**src/rtl/ctx_xfer_seq.sv**
```systemverilog
module ctx_xfer_seq #(
  parameter int AW = 32,
  parameter int DW = 32,
  parameter int FRAME_WORDS = 16,
  parameter logic [3:0] PERIPH_TAG = 4'hF
) (
  input  logic          clk,
  input  logic          rst_n,
  input  logic          start,
  input  logic [1:0]    op,
  input  logic [AW-1:0] base_addr,
  input  logic [DW-1:0] link_in,
  input  logic [DW-1:0] status_in,
  output logic          busy,
  output logic          done,
  output logic          trap_mem,
  output logic          trap_align,
  output logic          mem_req_valid,
  input  logic          mem_req_ready,
  output logic          mem_req_we,
  output logic [AW-1:0] mem_req_addr,
  output logic [DW-1:0] mem_req_wdata,
  input  logic [DW-1:0] mem_rdata,
  output logic          rf_rd_bank,
  output logic [3:0]    rf_rd_idx,
  input  logic [DW-1:0] rf_rd_data,
  output logic          rf_wr_en,
  output logic          rf_wr_bank,
  output logic [3:0]    rf_wr_idx,
  output logic [DW-1:0] rf_wr_data
);
  localparam int CW = $clog2(FRAME_WORDS);
  localparam int ALIGN_LSB = CW + 2;

  logic          busy_q, done_q, tm_q, ta_q;
  logic [CW-1:0] cnt_q;
  logic [AW-1:0] base_q;
  logic [1:0]    op_q;

  wire accept   = start && !busy_q;
  wire periph   = base_addr[AW-1 -: 4] == PERIPH_TAG;
  wire misal    = |base_addr[ALIGN_LSB-1:0];
  wire hs       = mem_req_valid && mem_req_ready;
  wire is_load  = op_q[0];
  wire upper    = op_q[1];
  wire last     = cnt_q == CW'(FRAME_WORDS - 1);
  wire [3:0] gidx = {upper, cnt_q[2:0]};

  always_ff @(posedge clk) begin
    if (!rst_n) begin
      busy_q <= 1'b0;
      done_q <= 1'b0;
      tm_q   <= 1'b0;
      ta_q   <= 1'b0;
      cnt_q  <= '0;
      base_q <= '0;
      op_q   <= '0;
    end else begin
      done_q <= 1'b0;
      tm_q   <= accept && periph;
      ta_q   <= accept && !periph && misal;
      if (accept && !periph && !misal) begin
        busy_q <= 1'b1;
        cnt_q  <= '0;
        base_q <= base_addr;
        op_q   <= op;
      end else if (hs) begin
        cnt_q <= cnt_q + 1'b1;
        if (last) begin
          busy_q <= 1'b0;
          done_q <= 1'b1;
        end
      end
    end
  end

  assign busy          = busy_q;
  assign done          = done_q;
  assign trap_mem      = tm_q;
  assign trap_align    = ta_q;

  assign mem_req_valid = busy_q;
  assign mem_req_we    = !is_load;
  assign mem_req_addr  = base_q | (AW'(cnt_q) << 2);

  assign rf_rd_bank    = cnt_q[3];
  assign rf_rd_idx     = (cnt_q == CW'(1)) ? 4'd11 : gidx;
  assign mem_req_wdata = (cnt_q == CW'(0)) ? link_in :
                         (cnt_q == CW'(1) && upper) ? status_in : rf_rd_data;

  assign rf_wr_en      = hs && is_load && (cnt_q >= CW'(2));
  assign rf_wr_bank    = cnt_q[3];
  assign rf_wr_idx     = gidx;
  assign rf_wr_data    = mem_rdata;
endmodule

```
**config.mk**
```make
export PLATFORM = sky130hd
export DESIGN_NAME = ctx_xfer_seq
export DESIGN_NICKNAME = d
export VERILOG_FILES = /design/src/rtl/ctx_xfer_seq.sv
export SDC_FILE = /design/constraint.sdc
export NUM_CORES = 1
export LEC_CHECK = 0
export ABC_CLOCK_PERIOD_IN_PS = 2000
export BUFFER_PORTS_ARGS = -buffer_cell sky130_fd_sc_hd__buf_2
export CORE_ASPECT_RATIO = 0.8
export CORE_UTILIZATION = 23
export DETAILED_ROUTE_END_ITERATION = 8
export SYNTH_ARGS = -nofsm -noshare
export SYNTH_HDL_FRONTEND = slang
export SYNTH_SLANG_ARGS = --single-unit
```
**constraint.sdc**
```tcl
create_clock -name clk -period 2 [get_ports clk]
set_clock_uncertainty 0.2 [all_clocks]
set_input_delay 0.4 -clock clk [delete_from_list [all_inputs] [get_ports clk]]
set_output_delay 0.4 -clock clk [all_outputs]
set_load 0.01 [all_outputs]
```
Word level (Yosys, flattened, before mapping):

Cells that the tools add are included.

* memories: 0
* register bits after elaboration: 42
* input bits: 166
* bits in latches: 0
* word-level logic and storage cells: 42
* bits in read-only memories: 0
* memory bits (writable): 0

* reduce and logical (&&, ||, !) cells: 20
* divide/modulo/power cells: 0
* order comparisons: 1
* shifts and indexed selects: 0
* mux-type cells: 7
* equal/unequal tests: 3
* bitwise operators: 3
* multiply operators: 0
* $add $sub $neg: 1

Operators by type and width (count)
* 32-bit 2-to-1 mux: 2
* 32-bit by 6-bit bitwise OR with 32-bit output: 1
* 1-bit logical AND: 9
* 4-bit equality test, second input constant: 2
* 6-bit OR reduction: 1
* 4-bit by 1-bit adder with 4-bit output, second input constant: 1
* 4-bit by 1-bit equality test with 1-bit output, second input constant: 1
* 4-bit by 2-bit greater-or-equal comparator with 1-bit output, second input constant: 1
* 1-bit logical NOT: 4
* 4-bit logical NOT: 1
* 1-bit 2-to-1 mux: 4
* 4-bit 2-to-1 mux: 1
* 2-bit nonzero test: 2
* 3-bit OR reduction: 1
* 1-bit NOT: 2
* 2-bit AND reduction: 1
* 2-bit OR reduction: 1

Logic depth before layout (Yosys ltp):

* depth in word-level cells: 6
* depth in mapped cells: 7
* gate-level depth less buffers: 5

Worst setup path after synthesis:

Ideal clock, no wire load.

* path kind: reg2out
* from: register cnt_q[0]
* to: output port mem_req_wdata[0]
* slack: -0.328 ns
* stages on the path, launching flop included: 8
* data required time: 1.400 ns
* buffers on the path: 2
* data arrival time: 1.728 ns
* cells stage by stage: dfxtp_1 inv_1 ha_1 or3b_2 clkbuf_1 clkbuf_1 nor2_1 a21oi_1

* word-level cells in the longest chain between the ends: 4
* elaborated cells between the ends (all ways): 5

RTL lines
* start: declaration: RTL line 36 `logic [CW-1:0] cnt_q;`
* start signal: assignment: RTL line 68 `cnt_q <= cnt_q + 1'b1;`
* 4-bit by 1-bit equality test with 1-bit output: RTL line 89 `(cnt_q == CW'(1) && upper) ? status_in : rf_rd_data;`
* 1-bit logical AND: RTL line 89
* 32-bit 2-to-1 mux: RTL line 89
* 32-bit 2-to-1 mux (*): RTL line 88 `assign mem_req_wdata = (cnt_q == CW'(0)) ? link_in :`
* end: declaration: RTL line 22 `output logic [DW-1:0] mem_req_wdata,`

Mark *: on every way between the ends. The rest lies on a longest branch, timed or not.

Final worst setup path:

* from: register cnt_q[1]
* to: output port mem_req_wdata[14]

Same word-level chain as after synthesis.

==> results.toml <==
[timing]
fmax_ghz = 0.404
fin_hold_ws_ps = 165
finalWorstSetupSlack_ps = -478
period_share_pct = 124
max_slew.worst_pin.slew_ps = 303
rsz_0062_raised_after_global_routing = "true"
final-hold-violation-count = 0
setup-violations-final = 32
report.final.slew_viol_count = 0
timing.max_slew.rel_slack_pct = 79.2
totalNegativeSetupSlack_ps = -13640
period_needed_ps = 2480

[finish]
most_frequent_standard_cell_in_the_layout_excluding_fill_and_tap_cells = "buf_2"
layout_common_cells = "buf_2, nand2_1, dfxtp_1, mux2i_1, a21oi_4"
layout_cell_area_excl_fill_sq_um = 5020
antenna-diode-count = 0
synthToLayoutAreaGrowth_pct = 74.0
post_route_cells_drive_above_1_share_pct = 67.4
nets = 703

[die]
rows = 36
num_io_pins = 279
die_height_um = 102
floorplan.core_area_sq_um = 12200
dieWidth_um = 127
starting_density_of_the_core_pct = 23.6
die_area_sq_um = 13000

[placed_design]
dp_hpwl_um = 7750
gp_congestion = 0.749
numPortBuffers = 214
dpl_cell_area_sq_um = 4670

[critical_path]
rr_startpoint = "busy"
worst_path_most_repeated_cell = "buf_12"
ff2ff_path_depth = 4
worst_r2r_endpoint = "base_q[16]"
timing.critical_path.fanout_max = 12
timing.critical_path.slowest_stage_cell = "dfxtp_4"
worst-r2r-setup-slack_ps = 390
cp_cell_sequence = "inv_4, ha_4, nor4bb_4, buf_12, buf_12, mux2i_2, a21oi_4, buf_2"
cp_data_arrival_time_ps = 1880
startpoint_kind_of_the_worst_setup_timing_path = "flop"
required_ps = 1400
critPathCaptureType = "output port"
worstSetupPathType = "reg -> out"
stage_delay_of_the_slowest_cell_on_the_critical_path_ps = 350

[synthesis]
syn_area_per_cell_sq_um = 7.99
synth_cell_type_count = 30
synth_fp_nets = 531
postSynthCellCount = 361
ys_warn_count = 0
synth-seq-cells = 42
post_synth_instance_area_sq_um = 2880
post_synth_main_area_contributors = "dfxtp_1, mux2i_1, buf_4, nand2_1, a21oi_1"
synth_seq_area_share_pct = 29.2
synthDominantCellAreaShare_pct = 29.2
synth_top_area_cell = "dfxtp_1"

[clock_network]
cts.reportedPaths.clkPinSlew_ps = 60
clk-insertion-delay-late_ps = 270
clock_tree.buffer_depth = 2
tritoncts = "done"
cts_made_buffers = 5
cts-root-buf = "clkbuf_16"
clkSinkCount = 42
cts_max_level = 2

[global_routing]
globalRouteTotalUtil_pct = 13.5
grt.overflow.total = 0
largest_net_degree_at_the_start_of_global_routing = 37
grt_first_pass_wirelength_um = 14000
first_global_vias = 2793
antenna_found_initial = 0

[worst_hold_path]
worst_hold_path.num_cells = 3
hold_path.class = "in -> reg"
hold_path_startpoint = "base_addr[6]"
holdPathEnd = "base_q[6]"

[outcome]
violations_in_the_final_reports = "setup timing"
run_status = "complete, but fails checks"

[routing]
totalWireLength_um = 9290
drc_errors = 0
via_per_inst = 4.20
detail_route.first_pass.iterations = 5
drt_first_iter_violations = 91
wl_per_cell_um = 13.2
antenna_violating_nets_post_route = 0
detailroute.via_count = 2961

[power_and_ir_drop]
leak_uw = 0.00221
maximum_ir_drop_on_the_vdd_rail_mv = 0.481
power_per_cell_area_nw_per_um2 = 414

[run]
drv.max_cap_violation_count = 0
through the flow:
step                power [uW]  utilization, %  worst slack [ps]  cells
finish                    2080            41.1              -478    705
global route              2170            41.1              -546    705
CTS                       2090            40.3              -507    705
detailed placement        1290            38.3              -212    695
global placement          1280            38.3              -172    695
floorplan                 1140               -             -87.4    361
logic make-up (layout without fill, tap and decap cells):
kind of cell               after synthesis  after routing  synth area share, %
and+or+nand+nor                        126            126                 20.1
buffers and inverters                   90            263                 20.8
muxes                                   61             61                 21.2
DFF                                     42             42                 29.2
AOI/OAI and AO/OA                       36             36                 6.34
adders and majority gates                4              4                 1.74
xor gates and xnor gates                 2              2                0.608
power by group:
part | leakage [uW] | switching (uW) | internal (uW)
Combinational | 0.00180 | 216 | 246
Sequential | 0.000341 | 1.83 | 838
Clock | 0.0000708 | 313 | 463
Total | 0.00221 | 531 | 1550
metal layers:
metal  routed length [um]  vias up  part of all wire [%]  global-route usage, %
met5                    0        -                     0                      0
met1                 3910     1341                    42                   15.8
li1                     -     1485                     -                      -
met4                   71        0                  0.76                   2.11
met3                  681        8                   7.3                   3.66
met2                 4630      127                    50                   25.2
critical path: cells and delay by family (launching register included):
kind / cells / cell delay [ps]
AO/OA/AOI/OAI: 1 / 80
adder cells (fa/ha/maj): 1 / 120
buffers and inverters: 4 / 550
flip-flops: 1 / 350
multiplexers: 1 / 270
AND/OR/NAND/NOR: 1 / 230
Yosys cell counts:
library cell and number:
or2_4 1, clkbuf_1 15, or3b_2 1, xor2_1 1, buf_4 63, or2_2 4, or4_4 2, and4b_1 1
ha_1 4, o21ai_0 2, nor4_1 3, buf_6 3, nor4_4 1, dfxtp_1 42, mux2i_1 61, buf_1 2
a21oi_1 33, or3_1 1, and4_1 1, nand3_1 2, a211oi_1 1, nor4bb_1 1, buf_2 3, nand2b_1 2
nor3_1 4, nor2_1 34, inv_1 4, nand2_1 62, and3_1 6, xnor2_1 1
worst max-delay path by stage:
stage | slack (ps) | endpoint | start
finish | -480 | mem_req_wdata[14] | cnt_q[1]
CTS | -510 | mem_req_wdata[14] | cnt_q[1]
detailed placement | -210 | base_q[20] | base_addr[2]
global route | -550 | mem_req_wdata[0] | cnt_q[1]
floorplan | -90 | mem_req_wdata[19] | cnt_q[1]
global placement | -170 | mem_req_wdata[14] | cnt_q[1]
sequential cells by signal, indices dropped and copies added (netlist names):
register    cells
busy            1
op_q            2
trap_align      1
cnt_q           4
trap_mem        1
done            1
base_q         32
cell type report:
class                   count  area, sq um
inverters                   4         20.0
repair buffers            251         1560
clock inverters             2         13.8
clock buffers               6          129
multi-input cells         229         2230
fillers                  1180         7190
well taps                 171          214
flip-flops and latches     42          850
what timing repair did:
action | 4_1_cts | 5_1_grt
pin swaps | 2 | 2
resized for setup | 16 | 19
endpoints found under the setup margin | 33 | 33
hold buffers | 0 | 0
buffers inserted | 2 | 0
Note: power is estimated with default switching activity, not from simulation.
